### src/rtl/sdram_sched_pkg.sv
`timescale 1ns/1ps
package sdram_sched_pkg;

  // command pin triple {RAS#, CAS#, WE#}
  typedef enum logic [2:0] {
    CMD_ACT = 3'b011,
    CMD_RD  = 3'b101,
    CMD_WR  = 3'b100,
    CMD_NOP = 3'b111
  } sdCmd_t;

  // strobes from control to datapath
  typedef struct packed {
    logic actStb;   // launch Active from the request and latch it as pending
    logic casStb;   // launch the pending column command
  } schedStrobe_t;

endpackage

### src/rtl/sdram_sched_banks.sv
`timescale 1ns/1ps
module sdram_sched_banks #(
  parameter int NUM_BANKS = 4,
  parameter int BANK_W    = 2,
  parameter int T_WR      = 2,
  parameter int T_RP      = 2
) (
  input  logic                 clk,
  input  logic                 rstN,
  input  logic                 actStb,
  input  logic [BANK_W-1:0]    actBank,
  input  logic                 casStb,
  input  logic                 casWrite,
  input  logic [BANK_W-1:0]    casBank,
  output logic [NUM_BANKS-1:0] bankBusy
);

  localparam int RD_HOLD  = 1 + T_RP;
  localparam int WR_HOLD  = T_WR + T_RP;
  localparam int HOLD_MAX = (RD_HOLD > WR_HOLD) ? RD_HOLD : WR_HOLD;
  localparam int CNT_W    = $clog2(HOLD_MAX + 1) + 1;

  for (genvar g = 0; g < NUM_BANKS; g++) begin : gBank
    logic             openQ;
    logic [CNT_W-1:0] holdQ;

    always_ff @(posedge clk) begin
      if (!rstN) begin
        openQ <= 1'b0;
        holdQ <= '0;
      end else begin
        if (actStb && actBank == BANK_W'(g)) openQ <= 1'b1;
        if (casStb && casBank == BANK_W'(g)) begin
          openQ <= 1'b0;
          holdQ <= casWrite ? CNT_W'(WR_HOLD) : CNT_W'(RD_HOLD);
        end else if (holdQ != '0) begin
          holdQ <= holdQ - CNT_W'(1);
        end
      end
    end

    // a count of 1 means the hold ends at the coming edge
    assign bankBusy[g] = openQ || (holdQ > CNT_W'(1));

    AST_ACT_FREE: assert property (@(posedge clk) disable iff (!rstN)
      (actStb && actBank == BANK_W'(g)) |-> !(openQ || holdQ > CNT_W'(1)));
  end

endmodule

### src/rtl/sdram_sched_ctrl.sv
`timescale 1ns/1ps
module sdram_sched_ctrl
  import sdram_sched_pkg::*;
#(
  parameter int NUM_BANKS = 4,
  parameter int BANK_W    = 2,
  parameter int T_RCD     = 2,
  parameter int CAS_LAT   = 2,
  parameter int TURN_GAP  = 2
) (
  input  logic                 clk,
  input  logic                 rstN,
  input  logic                 reqValid,
  input  logic [BANK_W-1:0]    reqBank,
  input  logic [NUM_BANKS-1:0] bankBusy,
  input  logic                 pendWrite,
  output logic                 reqReady,
  output schedStrobe_t         strb
);

  // read-to-write hold in cycles: tight packing is one slot, plus the gap,
  // and never less than what keeps DQ clear of the returned data
  localparam int RD2WR_SLOT = 2 * (1 + TURN_GAP);
  localparam int RD2WR_DATA = ((CAS_LAT + 5) / 2) * 2;
  localparam int RD2WR      = (RD2WR_SLOT > RD2WR_DATA) ? RD2WR_SLOT : RD2WR_DATA;
  localparam int RCD_W      = $clog2(T_RCD + 1) + 1;
  localparam int TURN_W     = $clog2(RD2WR + 1) + 1;

  logic              slotQ;
  logic              pendValidQ;
  logic [RCD_W-1:0]  rcdCntQ;
  logic [TURN_W-1:0] turnCntQ;
  logic              casOk;

  always_comb begin
    casOk = pendValidQ && !slotQ && (rcdCntQ <= RCD_W'(1)) &&
            (!pendWrite || (turnCntQ <= TURN_W'(1)));
    reqReady    = !slotQ && !pendValidQ && !bankBusy[reqBank];
    strb.actStb = reqValid && reqReady;
    strb.casStb = casOk;
  end

  always_ff @(posedge clk) begin
    if (!rstN) begin
      slotQ      <= 1'b0;
      pendValidQ <= 1'b0;
      rcdCntQ    <= '0;
      turnCntQ   <= '0;
    end else begin
      slotQ <= !slotQ;
      if (strb.actStb)      pendValidQ <= 1'b1;
      else if (strb.casStb) pendValidQ <= 1'b0;

      if (strb.actStb)          rcdCntQ <= RCD_W'(T_RCD);
      else if (rcdCntQ != '0)   rcdCntQ <= rcdCntQ - RCD_W'(1);

      if (strb.casStb && !pendWrite) turnCntQ <= TURN_W'(RD2WR);
      else if (turnCntQ != '0)       turnCntQ <= turnCntQ - TURN_W'(1);
    end
  end

  AST_STALL_BUSY: assert property (@(posedge clk) disable iff (!rstN)
    (reqValid && bankBusy[reqBank]) |-> !reqReady);

endmodule

### src/rtl/sdram_sched_dp.sv
`timescale 1ns/1ps
module sdram_sched_dp
  import sdram_sched_pkg::*;
#(
  parameter int BANK_W  = 2,
  parameter int ROW_W   = 13,
  parameter int COL_W   = 9,
  parameter int DATA_W  = 16,
  parameter int TAG_W   = 4,
  parameter int CAS_LAT = 2
) (
  input  logic                 clk,
  input  logic                 rstN,
  input  schedStrobe_t         strb,
  input  logic                 reqWrite,
  input  logic [BANK_W-1:0]    reqBank,
  input  logic [ROW_W-1:0]     reqRow,
  input  logic [COL_W-1:0]     reqCol,
  input  logic [DATA_W-1:0]    reqWdata,
  input  logic [DATA_W/8-1:0]  reqMask,
  input  logic [TAG_W-1:0]     reqTag,
  output logic                 pendWrite,
  output logic [BANK_W-1:0]    pendBank,
  output logic                 sdRasN,
  output logic                 sdCasN,
  output logic                 sdWeN,
  output logic [BANK_W-1:0]    sdBa,
  output logic [ROW_W-1:0]     sdAddr,
  output logic [DATA_W/8-1:0]  sdDqm,
  output logic [DATA_W-1:0]    sdDqOut,
  output logic                 sdDqOe,
  input  logic [DATA_W-1:0]    sdDqIn,
  output logic                 rdValid,
  output logic [DATA_W-1:0]    rdData,
  output logic [TAG_W-1:0]     rdTag
);

  localparam int MASK_W = DATA_W / 8;
  localparam int AP_BIT = 10;
  localparam int PIPE_N = CAS_LAT + 2;   // one guard stage past capture

  logic [COL_W-1:0]  pCol;
  logic [DATA_W-1:0] pData;
  logic [MASK_W-1:0] pMask;
  logic [TAG_W-1:0]  pTag;
  sdCmd_t            cmdQ;
  logic [ROW_W-1:0]  colAddr;
  logic [PIPE_N-1:0] rdPipe;
  logic [TAG_W-1:0]  tagPipe [PIPE_N];

  always_comb begin
    colAddr           = '0;
    colAddr[COL_W-1:0] = pCol;
    colAddr[AP_BIT]   = 1'b1;
  end

  // pending request
  always_ff @(posedge clk) begin
    if (!rstN) begin
      pendWrite <= 1'b0;
      pendBank  <= '0;
      pCol      <= '0;
      pData     <= '0;
      pMask     <= '0;
      pTag      <= '0;
    end else if (strb.actStb) begin
      pendWrite <= reqWrite;
      pendBank  <= reqBank;
      pCol      <= reqCol;
      pData     <= reqWdata;
      pMask     <= reqMask;
      pTag      <= reqTag;
    end
  end

  // command and pad registers
  always_ff @(posedge clk) begin
    if (!rstN) begin
      cmdQ    <= CMD_NOP;
      sdBa    <= '0;
      sdAddr  <= '0;
      sdDqm   <= '0;
      sdDqOut <= '0;
      sdDqOe  <= 1'b0;
    end else if (strb.actStb) begin
      cmdQ   <= CMD_ACT;
      sdBa   <= reqBank;
      sdAddr <= reqRow;
      sdDqOe <= 1'b0;
    end else if (strb.casStb) begin
      cmdQ    <= pendWrite ? CMD_WR : CMD_RD;
      sdBa    <= pendBank;
      sdAddr  <= colAddr;
      sdDqm   <= pendWrite ? pMask : '0;
      sdDqOut <= pData;
      sdDqOe  <= pendWrite;
    end else begin
      cmdQ   <= CMD_NOP;
      sdDqOe <= 1'b0;
    end
  end

  assign {sdRasN, sdCasN, sdWeN} = cmdQ;

  // read return pipeline: stage k holds a read whose command edge was k edges ago
  always_ff @(posedge clk) begin
    if (!rstN) begin
      rdPipe  <= '0;
      rdValid <= 1'b0;
      rdData  <= '0;
      rdTag   <= '0;
      for (int i = 0; i < PIPE_N; i++) tagPipe[i] <= '0;
    end else begin
      rdPipe     <= {rdPipe[PIPE_N-2:0], strb.casStb && !pendWrite};
      tagPipe[0] <= pTag;
      for (int i = 1; i < PIPE_N; i++) tagPipe[i] <= tagPipe[i-1];
      rdValid <= rdPipe[CAS_LAT];
      if (rdPipe[CAS_LAT]) begin
        rdData <= sdDqIn;
        rdTag  <= tagPipe[CAS_LAT];
      end
    end
  end

  AST_CMD_SPACED: assert property (@(posedge clk) disable iff (!rstN)
    (!sdRasN || !sdCasN) |=> (sdRasN && sdCasN));

  AST_OE_ONLY_WRITE: assert property (@(posedge clk) disable iff (!rstN)
    sdDqOe |-> (sdRasN && !sdCasN && !sdWeN));

  AST_A10_SET: assert property (@(posedge clk) disable iff (!rstN)
    (sdRasN && !sdCasN) |-> sdAddr[AP_BIT]);

  AST_NO_TURN_CLASH: assert property (@(posedge clk) disable iff (!rstN)
    sdDqOe |-> (rdPipe == '0));

endmodule

### src/rtl/sdram_sched.sv
`timescale 1ns/1ps
module sdram_sched
  import sdram_sched_pkg::*;
#(
  parameter int NUM_BANKS = 4,
  parameter int ROW_W     = 13,
  parameter int COL_W     = 9,
  parameter int DATA_W    = 16,
  parameter int TAG_W     = 4,
  parameter int T_RCD     = 2,
  parameter int T_WR      = 2,
  parameter int T_RP      = 2,
  parameter int CAS_LAT   = 2,
  parameter int TURN_GAP  = 2,
  localparam int BANK_W   = $clog2(NUM_BANKS),
  localparam int MASK_W   = DATA_W / 8
) (
  input  logic              clk,
  input  logic              rstN,
  input  logic              reqValid,
  output logic              reqReady,
  input  logic              reqWrite,
  input  logic [BANK_W-1:0] reqBank,
  input  logic [ROW_W-1:0]  reqRow,
  input  logic [COL_W-1:0]  reqCol,
  input  logic [DATA_W-1:0] reqWdata,
  input  logic [MASK_W-1:0] reqMask,
  input  logic [TAG_W-1:0]  reqTag,
  output logic              sdRasN,
  output logic              sdCasN,
  output logic              sdWeN,
  output logic [BANK_W-1:0] sdBa,
  output logic [ROW_W-1:0]  sdAddr,
  output logic [MASK_W-1:0] sdDqm,
  output logic [DATA_W-1:0] sdDqOut,
  output logic              sdDqOe,
  input  logic [DATA_W-1:0] sdDqIn,
  output logic              rdValid,
  output logic [DATA_W-1:0] rdData,
  output logic [TAG_W-1:0]  rdTag
);

  schedStrobe_t          strb;
  logic                  pendWrite;
  logic [BANK_W-1:0]     pendBank;
  logic [NUM_BANKS-1:0]  bankBusy;

  sdram_sched_banks #(
    .NUM_BANKS(NUM_BANKS), .BANK_W(BANK_W), .T_WR(T_WR), .T_RP(T_RP)
  ) banks_i (
    .clk(clk), .rstN(rstN),
    .actStb(strb.actStb), .actBank(reqBank),
    .casStb(strb.casStb), .casWrite(pendWrite), .casBank(pendBank),
    .bankBusy(bankBusy)
  );

  sdram_sched_ctrl #(
    .NUM_BANKS(NUM_BANKS), .BANK_W(BANK_W), .T_RCD(T_RCD),
    .CAS_LAT(CAS_LAT), .TURN_GAP(TURN_GAP)
  ) ctrl_i (
    .clk(clk), .rstN(rstN), .reqValid(reqValid), .reqBank(reqBank),
    .bankBusy(bankBusy), .pendWrite(pendWrite), .reqReady(reqReady), .strb(strb)
  );

  sdram_sched_dp #(
    .BANK_W(BANK_W), .ROW_W(ROW_W), .COL_W(COL_W), .DATA_W(DATA_W),
    .TAG_W(TAG_W), .CAS_LAT(CAS_LAT)
  ) dp_i (
    .clk(clk), .rstN(rstN), .strb(strb),
    .reqWrite(reqWrite), .reqBank(reqBank), .reqRow(reqRow), .reqCol(reqCol),
    .reqWdata(reqWdata), .reqMask(reqMask), .reqTag(reqTag),
    .pendWrite(pendWrite), .pendBank(pendBank),
    .sdRasN(sdRasN), .sdCasN(sdCasN), .sdWeN(sdWeN), .sdBa(sdBa), .sdAddr(sdAddr),
    .sdDqm(sdDqm), .sdDqOut(sdDqOut), .sdDqOe(sdDqOe), .sdDqIn(sdDqIn),
    .rdValid(rdValid), .rdData(rdData), .rdTag(rdTag)
  );

endmodule

### config.mk
export PLATFORM = sky130hd
export DESIGN_NAME = sdram_sched
export DESIGN_NICKNAME = d
export VERILOG_FILES = /design/src/rtl/sdram_sched_pkg.sv /design/src/rtl/sdram_sched_banks.sv /design/src/rtl/sdram_sched_ctrl.sv /design/src/rtl/sdram_sched_dp.sv /design/src/rtl/sdram_sched.sv
export SDC_FILE = /design/constraint.sdc
export NUM_CORES = 1
export LEC_CHECK = 0
export ABC_CLOCK_PERIOD_IN_PS = 3500
export BUFFER_PORTS_ARGS = -buffer_cell sky130_fd_sc_hd__buf_2
export CELL_PAD_IN_SITES_DETAIL_PLACEMENT = 0
export CELL_PAD_IN_SITES_GLOBAL_PLACEMENT = 1
export CORE_UTILIZATION = 35
export DETAILED_ROUTE_END_ITERATION = 10
export PLACE_DENSITY_LB_ADDON = 0.1
export RECOVER_POWER = 50
export SKIP_LAST_GASP = 1
export SLEW_MARGIN = 40
export SYNTH_ARGS = -nofsm -noshare
export SYNTH_HDL_FRONTEND = slang
export SYNTH_HIERARCHICAL = 1
export SYNTH_SLANG_ARGS = --single-unit
### constraint.sdc
create_clock -name clk -period 3.5 [get_ports clk]
set_clock_uncertainty 0.05 [all_clocks]
set_input_delay 0.175 -clock clk [delete_from_list [all_inputs] [get_ports clk]]
set_output_delay 0.175 -clock clk [all_outputs]
set_load 0.02 [all_outputs]
Yosys cells after proc, flatten, opt, wreduce, memory -nomap -nowiden
Memories as Yosys holds them, arrays and structs flattened.
Cells that the tools add are included.
W data, S select, Z words.
{ "classes": {"reduce_logical": 47, "magnitude_cmp": 7, "n_mux": 31, "n_addsub": 6, "n_eq_ne": 6, "bitwise_logic": 7} }
{ "ops": {"columns": ["op", "n"], "rows": [
  ["$mux W4", 12],
  ["$mux W13", 2],
  ["$reduce_bool A4 Y1", 5],
  ["$sub A4 B1 Y4 const B", 5],
  ["$gt A4 B1 Y1 const B", 4],
  ["$logic_and A1 B1 Y1", 15],
  ["$mux W3", 5],
  ["$reduce_bool A2 Y1", 7],
  ["$reduce_or A2 Y1", 6],
  ["$mux W2", 5],
  ["$eq A2 B2 Y1 const B", 4],
  ["$mux W1", 6],
  ["$logic_or A1 B1 Y1", 5],
  ["$eq A2 B1 Y1 const B", 2],
  ["$le A4 B1 Y1 const B", 1],
  ["$logic_not A1 Y1", 4],
  ["$logic_not A2 Y1", 2],
  ["$or A1 B1 Y1", 4],
  ["$le A3 B1 Y1 const B", 1],
  ["$lt A2 B3 Y1 const B", 1],
  ["$not A1 Y1", 3],
  ["$reduce_bool A3 Y1", 1],
  ["$reduce_or A3 Y1", 1],
  ["$sub A3 B1 Y3 const B", 1],
  ["2 further kinds", 2]
]} }
{ "totals": {"out_inout_bits": 59, "mem_count": 1, "wordCells": 136, "regBits": 124, "ram_bits": 16} }
{ "memory_table": {"columns": ["memory", "depth", "word_bits", "read_ports", "rd_ports_with_merged_regs", "write_ports", "line_no", "rtl"], "rows": [
  ["dp_i.tagPipe", 4, 4, 3, 0, 4, "sdram_sched_dp.sv:49", "logic [TAG_W-1:0] tagPipe [PIPE_N];"]
]} }

Depth between registers and ports, before layout
Gate-level depths: netlist of the first run.
{ "logic_depth": {"depth_word": 9, "ltp_mapped": 11, "mapped_depth_nobuf": 8} }

Hierarchy
Netlist of the first run, hierarchy kept.
{ "by_module_without_submodules": {"columns": ["module", "seq_area_each_um2", "instances", "cells_per_inst", "area_per_inst_um2"], "rows": [
  ["sdram_sched_dp", 2142.1, 1, 366, 3897.5],
  ["sdram_sched_banks", 400.4, 1, 128, 1053.5],
  ["sdram_sched_ctrl", 180.2, 1, 43, 434.2]
]} }

Worst setup path before layout of the first run
No wires, ideal clock.
{ "synth_path": {"kind": "flip-flop to flip-flop", "startpoint": "register banks_i.gBank[0].holdQ[0]", "endpoint": "register dp_i.sdDqOut[10]", "setup_ns": 0.070, "slack_ns": 1.042, "synth_period_minus_slack_ns": 2.458, "t_arrival_ns": 2.338, "stages_incl_launch_ff": 12, "cell_sequence": "dfxtp_1 inv_1 ha_1 o21ai_0 mux4_2 nor4b_4 buf_4 nand2b_1 buf_6 buf_6 nand2_1 a21boi_1"} }
{ "synth_lines": {"columns": ["item", "line_no", "rtl"], "rows": [
  ["from (decl)", "sdram_sched_banks.sv:25", "logic [CNT_W-1:0] holdQ;"],
  ["from (signal assigned)", "sdram_sched_banks.sv:35", "holdQ <= casWrite ? CNT_W'(WR_HOLD) : CNT_W'(RD_HOLD);"],
  ["from (signal assigned)", "sdram_sched_banks.sv:37", "holdQ <= holdQ - CNT_W'(1);"],
  ["to (signal assigned)", "sdram_sched_dp.sv:95", "sdDqOut <= pData;"],
  ["to (decl)", "sdram_sched_dp.sv:30", "output logic [DATA_W-1:0] sdDqOut,"]
]} }

==> results of run 1 <==
worst paths after layout:
kind / start / to / cells after the start
worst min-delay path: reqRow[4] / dp_i/sdAddr[4]$_SDFFE_PN0P_ / 3
worst min register to register: dp_i/tagPipe[0][7]$_SDFF_PN0_ / dp_i/tagPipe[0][11]$_SDFF_PN0_ / 1
worst max register to register: banks_i/gBank[0].holdQ[0]$_SDFFE_PN0P_ / dp_i/sdDqm[0]$_SDFFE_PN0P_ / 9
worst max-delay path: banks_i/gBank[0].holdQ[0]$_SDFFE_PN0P_ / dp_i/sdDqm[0]$_SDFFE_PN0P_ / 9
routing by layer:
layer | global-route usage (%) | vias up
met5 | 0 | -
met4 | 6.449 | 0
met3 | 5.862 | 20
met2 | 26.65 | 79
met1 | 19.76 | 1927
li1 | - | 2177
layout by cell type, fill, tap and decap left out, drive strengths merged, types with 16 or more instances in the layout:
cell type      n
dfxtp        136
clkbuf        82
buf           69
mux2i         64
dlygate4sd3   60
nor2b         58
nand2         54
o21ai         33
a21oi         23
a21boi        19
nor2          16
and2          16
final cells by class:
| cell class | count | area [µm²] | area share [%] |
|---|---|---|---|
| clock buffer | 22 | 474.2 | 6.615 |
| multi-input combinational | 358 | 2437 | 34.00 |
| inverter | 13 | 48.80 | 0.6807 |
| clock inverter | 10 | 71.32 | 0.9949 |
| timing repair buffer | 189 | 1182 | 16.49 |
| sequential | 136 | 2724 | 38.00 |
| tap | 184 | 230.2 | 3.212 |
where the power goes:
group | total (µW) | switching [µW] | internal (µW)
Clock | 1620 | 664 | 960
Sequential | 1990 | 183 | 1810
Combinational | 1380 | 743 | 637
Total | 4990 | 1590 | 3400
worst max-delay path, delay by kind of cell (launching register included):
kind | cells | cell delay [ps]
muxes | 1 | 510
buffers and inverters | 2 | 610
DFF | 1 | 350
adders and majority gates | 1 | 220
AOI/OAI and AO/OA | 2 | 180
and+or+nand+nor | 3 | 700
per-stage QoR:
step,total power (µW),instances,hold WS [ps],setup slack [ps]
floorplan,3064,537,263.3,1042
global placement,3359,819,362.8,846.8
detailed placement,3381,819,367.7,742.4
CTS,5074,911,6.647,721.0
global route,5331,912,16.73,419.0
finish,4993,912,19.45,748.4
state kept, by name (all words and copies together) (netlist names), 9 cells and up:
signal               flops
dp_i/tagPipe            12
dp_i/pCol                9
banks_i/gBank.holdQ     16
dp_i/rdData             16
dp_i/sdAddr             13
dp_i/pData              16
dp_i/sdDqOut            16
cell families (layout without fill, tap and decap cells):
group	after synthesis	in the layout	share of synthesized area (%)
xor+xnor	4	4	0.6507
flops	136	136	50.56
mux	67	67	12.73
compound gates	92	92	10.25
simple gates	186	186	19.33
buf+inv	43	234	4.391
fa+ha+maj	9	9	2.091
timing repair:
item,CTS,global route
endpoints found under the hold margin,60,0
hold buffers,60,0
resized for setup,0,0
==> summary.md, run 1 <==
| Metric | Value |
|---|---|
| Status | complete, but fails checks |
| Violated checks | max-capacitance violations, max-slew violations |
| Nets@finish | ~800 |
| Die area | ~16,000 µm² |
| Synth Instances | around 540 |
| Clock Path Buffers | 2 |
| Worst-skew pair later-pin latency | between 400 and 500 ps |
| Setup Buffers After CTS | 0 |
| Worst hold-check path type | in2reg |
| Clk sinks | about 140 |
| Die span in x | between 100 and 150 µm |
| Routed met2 length | 5.779 mm |
| Post-Syn Area per Cell | 10.03 µm² |
| Most frequent cell after synthesis | dfxtp_1 |
| Total global-route track usage | between 10% and 20% |
| First-pass GRT wire length | 20.43 mm |
| Final hold viol count | 0 |
| Core ar. | 14,750 µm² |
| Top cells by count, synth | 136 x dfxtp_1, 64 x mux2i_1, 57 x nor2b_1 |
| Sequential fraction of the synthesis area | 50.56% |
| DR WL/cell | about 14 µm |
| DR top layer | met4 |
| Clk slew on worst S/H paths | ~60 ps |
| Max FO, Critical Path | 35 |
| Vias in the first global route | around 4,200 |
| I/O pin count | between 100 and 150 |
| H-tree depth | 4 |
| Crit. End Element | register |
| Yosys cell types | just over 40 |
| Cts bufs inserted | 17 |
| Critical Path Source Type | register |
| Drt pass-1 iters | 7 |
| Final ANT Viol Nets | 0 |
| Die Y | 126.0 µm |
| CTS root buffer | clkbuf_16 |
| Fin Setup TNS | 0 ps |
| Peak VDD IR | 0.3733 mV |
| Final wirelength | ~12 mm |
| Synth warnings | 6 |
| Period utilisation layout | about 79% |
| Slew @ Worst Pin | between 1500 and 2000 ps |
| Via count | 4,203 |
| Cell Chain, Critical Path | inv_1 > ha_1 > o21ai_0 > mux4_2 > nor4b_4 > buf_4 > nor2b_4 > nand3_1 > a21boi_1 |
| Pins Over Slew Limit | ~100 |
| Initial core utilization | approximately 36% |
| Flop2flop setup slack | 750 ps |
| Share of the synthesized area in the top cell type | between 50% and 60% |
| Wl on met1 | around 5.8 mm |
| Total gr overflow | 0 |
| Critical Path AT | 3000 ps |
| DRC viols | 0 |
| Final setup viols | 0 |
| Leading area contributor after synthesis | dfxtp_1 |
| Post-Syn Area | roughly 5400 µm² |
| Initial DRC count | 287 |
| Slew margin rel. | -11.05% |
| Post-route cell area | between 7000 and 8000 µm² |
| Synthesized flop and latch total | approximately 140 |
| PD cells | about 700 nW/µm² |
| Largest net degree at the start of global routing | around 130 |
| Async SR Flop Fraction | 0% |
| Global placement routability congestion | around 0.74 |
| PortBufs | between 100 and 150 |
| Critical Path RT | approximately 3700 ps |
| DR vias/cell | between 4 and 5 |
| Minimum clock period | approximately 2800 ps |
| Cell Area, Placed | about 6100 µm² |
| Area growth syn-to-layout | 33.11% |
| Slowest CP cell | buf_4 |
| Number of flops mapped to enable cells by yosys | 0 |
| Max Freq | about 360 MHz |
| Leakage power | roughly 0.0027 µW |
| FP Rows | 44 |
| MaxCap Viol Count | 1 |
| # fillers | about 1,400 |
| Final Util | between 40% and 50% |
| Largest cells by area after synthesis | dfxtp_1 51%, mux2i_1 12%, nor2b_1 6.6% |
| Syn Nets | approximately 610 |
| CP Class | reg2reg |
| Clock tree from TritonCTS | done |
| Share of cells above drive strength 1 | 15.52% |
| Primary FF master, synth | dfxtp_1 |
| Routed wl met3 | around 590 µm |
| Antenna violations before repair | 0 |
| Diode count | 0 |
| Final HPWL DP | around 7.7 mm |
| Max stage delay on crit path | between 500 and 600 ps |
| RSZ-0062 raised after global routing | false |
(Power assumes the default switching activity.)
==> run 2, diff against run 1 <==
- ABC_CLOCK_PERIOD_IN_PS: 3500 -> 2700
- clock period: 3.5 -> 2.7 ns (I/O delays scaled with it)
==> run 2 against run 1 <==
  * The run now ends clean
  * Combinational power rose by 41%
  * Non-clock buffer count increased by 12
  * Register-to-register slack got worse by 590 ps
  * Critical path type unchanged
  * Wire length increased by 2.1%
  * Global-route usage increased by 0.27 points
  * Hold slack improved by 13 ps
  * Clock-buffer cell count fell by 5
  * Die area did not move
  * Final area increased by 2.4%
  * Sequential share of layout area decreased by 0.91 points
  * Via count grew 2.0%
  * Maximum frequency is 8.1% higher
==> summary.md, run 2 (synthesis gave the netlist of run 1 again) <==
| Metric | Value |
|---|---|
| Minimum clock period | 2544 ps |
| Diode count | 0 |
| Die Y | 126.0 µm |
| Cts bufs inserted | 17 |
| R2R depth | 11 |
| Overall power | 6756 µW |
| Worst-skew pair later-pin latency | slightly above 400 ps |
| Max FO, Critical Path | 18 |
| RSZ-0062 raised after global routing | false |
| Commonest non-fill, non-tap cells in the layout | 136 x dfxtp_1, 65 x buf_2, 64 x mux2i_1, 61 x clkbuf_1, 61 x dlygate4sd3_1 |
| Period utilisation layout | 94.24% |
| Clock Path Buffers | 2 |
| MaxCap Viol Count | 0 |
| Slew margin rel. | 2.115% |
| Antenna violations before repair | 0 |
| I/O pin count | 125 |
| Share of cells above drive strength 1 | approximately 17% |
| Area growth syn-to-layout | 36.32% |
| Setup ws final | about 160 ps |
| PortBufs | about 120 |
| Critical Path RT | ~3000 ps |
| Crit. End Element | register |
| Via count | around 4,300 |
| Status | complete, no violations |
| WHS | approximately 33 ps |
| Clk slew on worst S/H paths | around 60 ps |
| Worst hold-check path type | in2reg |
| Critical Path Source Type | register |
| Routed wl met3 | roughly 430 µm |
| FP Rows | 44 |
| Place WS | -7.317 ps |
| H-tree depth | 4 |
| Peak VDD IR | about 0.56 mV |
| Total gr overflow | 0 |
| CTS root buffer | clkbuf_16 |
| Commonest non-fill, non-tap cell in the layout | dfxtp_1 |
| Largest net degree at the start of global routing | 82 |
| Final hold viol count | 0 |
| Hold path cells | 3 |
| Final ANT Viol Nets | 0 |
| Final setup viols | 0 |
| Leakage power | 0.002743 µW |
| First-pass GRT wire length | 20.87 mm |
| Pins Over Slew Limit | 0 |
| Routed met2 length | 6.019 mm |
| Clk sinks | ~140 |
| Wl on met1 | 5.978 mm |
| Die area | around 16,000 µm² |
| Drt pass-1 iters | 4 |
| Final HPWL DP | approximately 8.0 mm |
| DR top layer | met4 |
| Initial DRC count | about 140 |
| Global placement routability congestion | 0.7809 |
| Core ar. | roughly 15,000 µm² |
| Critical Path AT | between 2000 and 3000 ps |
| Slew @ Worst Pin | 1468 ps |
| Nets@finish | 803 |
| Clock tree from TritonCTS | done |
| Total global-route track usage | 16.68% |
| Final Util | around 50% |
| DR vias/cell | about 4.6 |
| Vias in the first global route | around 4,200 |
| DR WL/cell | between 10 and 15 µm |
| Final wirelength | between 10 and 15 mm |
| Die span in x | between 100 and 150 µm |
| CP Class | reg2reg |
| DRC viols | 0 |
| Max Freq | 393.0 MHz |
| Initial core utilization | a little over a third |
| PD cells | 920.4 nW/µm² |
[run 2: report_power, final]
part / leakage (µW) / switching (µW) / internal [µW]
clock: 0.000276 / 877 / 1360
sequential: 0.00111 / 232 / 2340
combinational: 0.00136 / 1020 / 927
total: 0.00274 / 2130 / 4630
[run 2: cell type report]
cell class / count / area (µm²)
fill: 1419 / 7413
timing repair buffer: 201 / 1305
multi-input combinational: 358 / 2447
sequential: 136 / 2723
tap: 184 / 230.2
inverter: 13 / 52.55
clock buffer: 17 / 425.4
timing repair inverter: 1 / 7.507
clock inverter: 14 / 150.1
[run 2: metrics by stage]
step                instances  TNS, ps  instance area (µm²)
finish                    924        0                 7341
global route              924        0                 7341
CTS                       924        0                 7417
detailed placement        827   -12.81                 6190
global placement          827        0                 6190
floorplan                 537        0                 5385
[run 2: worst max-delay path, stage by stage (launching register included)]
cell and delay [ps]:
dfxtp_1 350, inv_1 70, ha_2 210, o21ai_1 120
mux4_2 520, nor4b_4 260, buf_4 190, buf_12 180
nand2b_4 150, buf_12 140, nand2_1 60, a21boi_0 150
[run 2: worst paths after layout]
kind | startpoint | endpoint | slack, ps
worst max register to register | banks_i/gBank[0].holdQ[0]$_SDFFE_PN0P_ | dp_i/sdDqOut[2]$_SDFFE_PN0P_ | 160
worst max-delay path | banks_i/gBank[0].holdQ[0]$_SDFFE_PN0P_ | dp_i/sdDqOut[2]$_SDFFE_PN0P_ | 160
worst min register to register | dp_i/tagPipe[0][6]$_SDFF_PN0_ | dp_i/tagPipe[0][10]$_SDFF_PN0_ | 380
worst min-delay path | reqBank[1] | banks_i/gBank[3].openQ$_SDFFE_PP0P_ | 30
[run 2: timing repair]
item,in CTS,in global routing
pin swaps,1,0
buffers inserted,4,0
gates cloned,1,0
gates resized for setup,2,3
endpoints found under the setup margin,8,35
hold endpoints to repair,61,0
hold buffers,61,0
[run 2: layer usage]
layer / up-vias / GRT usage, %
met2: 75 / 28.01
met1: 1992 / 20.26
met4: 0 / 6.095
li1: 2206 / -
met3: 14 / 4.758
met5: - / 0
==> run 3, diff against run 2 <==
- RECOVER_POWER: 50 -> 100
==> run 3 against run 2 <==
  * Setup slack better by 39 ps
  * Power is 0.47% lower
  * Core utilization is 0.14 points lower
  * Final area is 0.29% lower
  * Combinational power hardly changed
  * Critical endpoint is now dp_i/sdDqOut[13]$_SDFFE_PN0P_
  * Highest routed layer unchanged
==> summary.md, run 3 (synthesis gave the netlist of run 1 again) <==
| Metric | Value |
|---|---|
| Status | complete, no violations |
| Max Freq | 399.1 MHz |
| I/O pin count | ~130 |
| R2R Path Start | banks_i/gBank[0].holdQ[0]$_SDFFE_PN0P_ |
| Final wirelength | ~13 mm |
| Final hold viol count | 0 |
| Share of cells above drive strength 1 | between 15 and 20% |
| Flop2flop setup slack | 190 ps |
| Commonest non-fill, non-tap cells in the layout | 136 x dfxtp_1, 64 x mux2i_1, 64 x buf_2, 62 x clkbuf_1, 61 x dlygate4sd3_1 |
| Clk slew on worst S/H paths | about 60 ps |
| H-tree depth | 4 |
| DR WL/cell | 13.60 µm |
| Crit path capture | dp_i/sdDqOut[13]$_SDFFE_PN0P_ |
| First-pass GRT wire length | 20.87 mm |
| FP Rows | 44 |
| Core ar. | 14,750 µm² |
| Critical Path Source Type | register |
| Area growth syn-to-layout | 35.92% |
| Clk sinks | 136 |
| Global placement routability congestion | slightly below 0.8 |
| Setup ws final | between 150 and 200 ps |
| Via count | 4,302 |
| # fillers | around 1,400 |
| Place WS | -7.317 ps |
| Overall power | between 6000 and 7000 µW |
| Final setup viols | 0 |
| R2R Path End | dp_i/sdDqOut[13]$_SDFFE_PN0P_ |
| Largest net degree at the start of global routing | 82 |
| CP startpoint | banks_i/gBank[0].holdQ[0]$_SDFFE_PN0P_ |
| RSZ-0062 raised after global routing | false |
| Die area | approximately 16,000 µm² |
| PortBufs | approximately 120 |
| Register Area | between 2000 and 3000 µm² |
| Leakage power | 0.002731 µW |
| DR vias/cell | around 4.7 |
| Cells after DPL | approximately 830 |
| Final ANT Viol Nets | 0 |
| Fin Setup TNS | 0 ps |
| Antenna violations before repair | 0 |
| Area of the multi-input gates | between 2000 and 2500 µm² |
| Clock tree from TritonCTS | done |
| CP Class | reg2reg |
| Period utilisation layout | 92.81% |
| DRC viols | 0 |
| Drt pass-1 iters | 6 |
| Slew @ Worst Pin | around 1400 ps |
| R2R depth | 11 |
| Peak VDD IR | 0.5503 mV |
| Initial DRC count | 152 |
| Cts bufs inserted | 17 |
| Final Util | just under 50% |
| Critical Path RT | ~3000 ps |
| Commonest non-fill, non-tap cell in the layout | dfxtp_1 |
| Clock Path Buffers | 2 |
| Slew margin rel. | about 4.3% |
| Nets@finish | between 800 and 900 |
| Non-Filler Instances | a little over 900 |
| Die span in x | between 100 and 150 µm |
| Critical Path AT | between 2000 and 3000 ps |
| Final HPWL DP | ~8 mm |
| Worst hold-check path type | in2reg |
| Crit. End Element | register |
| CTS root buffer | clkbuf_16 |
| PD cells | between 900 and 1000 nW/µm² |
| Max FO, Critical Path | 18 |
| Die Y | 126.0 µm |
| Diode count | 0 |
| Vias in the first global route | 4,228 |
| Worst-skew pair later-pin latency | 410 ps |
| Total global-route track usage | about 17% |
| MaxCap Viol Count | 0 |
| Pins Over Slew Limit | 0 |
| Total gr overflow | 0 |
| Initial core utilization | a little over a third |
| Minimum clock period | 2506 ps |
==> run 3: cell count changes in the layout (fill, tap and decap cells not counted), sizes merged <==
cell | previous run | this run
buf | 78 | 76
clkbuf | 79 | 81
==> run 3: report_power, final <==
group	leakage, µW	internal [µW]	switching (µW)	total, µW
Clock	0.000276	1360	879	2240
Combinational	0.00135	910	1010	1920
Sequential	0.00111	2340	229	2570
Total	0.00273	4610	2120	6720
==> run 3: cell type report <==
type	instances	area share, %
Clock buffer	17	5.812
Clock inverter	14	2.051
Inverter	13	0.6838
Multi-Input combinational cell	358	33.23
Sequential cell	136	37.20
Tap cell	184	3.145
Timing Repair Buffer	201	17.78
Timing Repair inverter	1	0.1026
==> run 3: metrics by stage <==
stage,hold WS [ps],cell area [µm²]
after floorplan,223.3,5385
after global placement,342.2,6190
after detailed placement,350.7,6190
after CTS,7.745,7417
after global routing,20.03,7320
final,28.56,7320
==> run 3: layer usage <==
| metal | global-route usage [%] | part of all wire [%] | vias to the layer above |
|---|---|---|---|
| met1 | 20.26 | 47 | 2001 |
| met2 | 28.01 | 48 | 80 |
| met5 | 0 | 0 | - |
| met4 | 6.095 | 1.2 | 0 |
| li1 | - | - | 2207 |
| met3 | 4.758 | 4.2 | 14 |
==> run 3: how the worst min path moves through the flow <==
stage | start | slack [ps] | end | cells after the start
2_1_floorplan | rstN | 220 | banks_i/gBank[0].holdQ[2]$_SDFFE_PN0P_ | 2
6_report | reqBank[1] | 30 | banks_i/gBank[3].openQ$_SDFFE_PP0P_ | 3
5_1_grt | reqBank[0] | 20 | banks_i/gBank[1].openQ$_SDFFE_PP0P_ | 3
3_3_place_gp | reqRow[12] | 340 | dp_i/sdAddr[12]$_SDFFE_PN0P_ | 3
3_5_place_dp | reqWdata[7] | 350 | dp_i/pData[7]$_SDFFE_PN0P_ | 3
4_1_cts | reqBank[1] | 8 | banks_i/gBank[3].openQ$_SDFFE_PP0P_ | 3
==> run 3: repair_timing <==
| action | in CTS | in global routing |
|---|---|---|
| endpoints found under the hold margin | 61 | 0 |
| buffers inserted | 4 | 0 |
| hold buffers | 61 | 0 |
| pin swaps | 1 | 0 |
| setup endpoints to repair | 8 | 35 |
| cloned | 1 | 0 |
| resized for setup | 2 | 3 |
==> run 3: worst max-delay path: stages, from the launching register on <==
cell      delay [ps]
dfxtp_1          340
inv_1             70
ha_2             210
o21ai_1          120
mux4_2           520
nor4b_4          250
buf_4            180
buf_12           170
nand2b_4         150
buf_12           140
nand2_1           50
a21boi_0         160
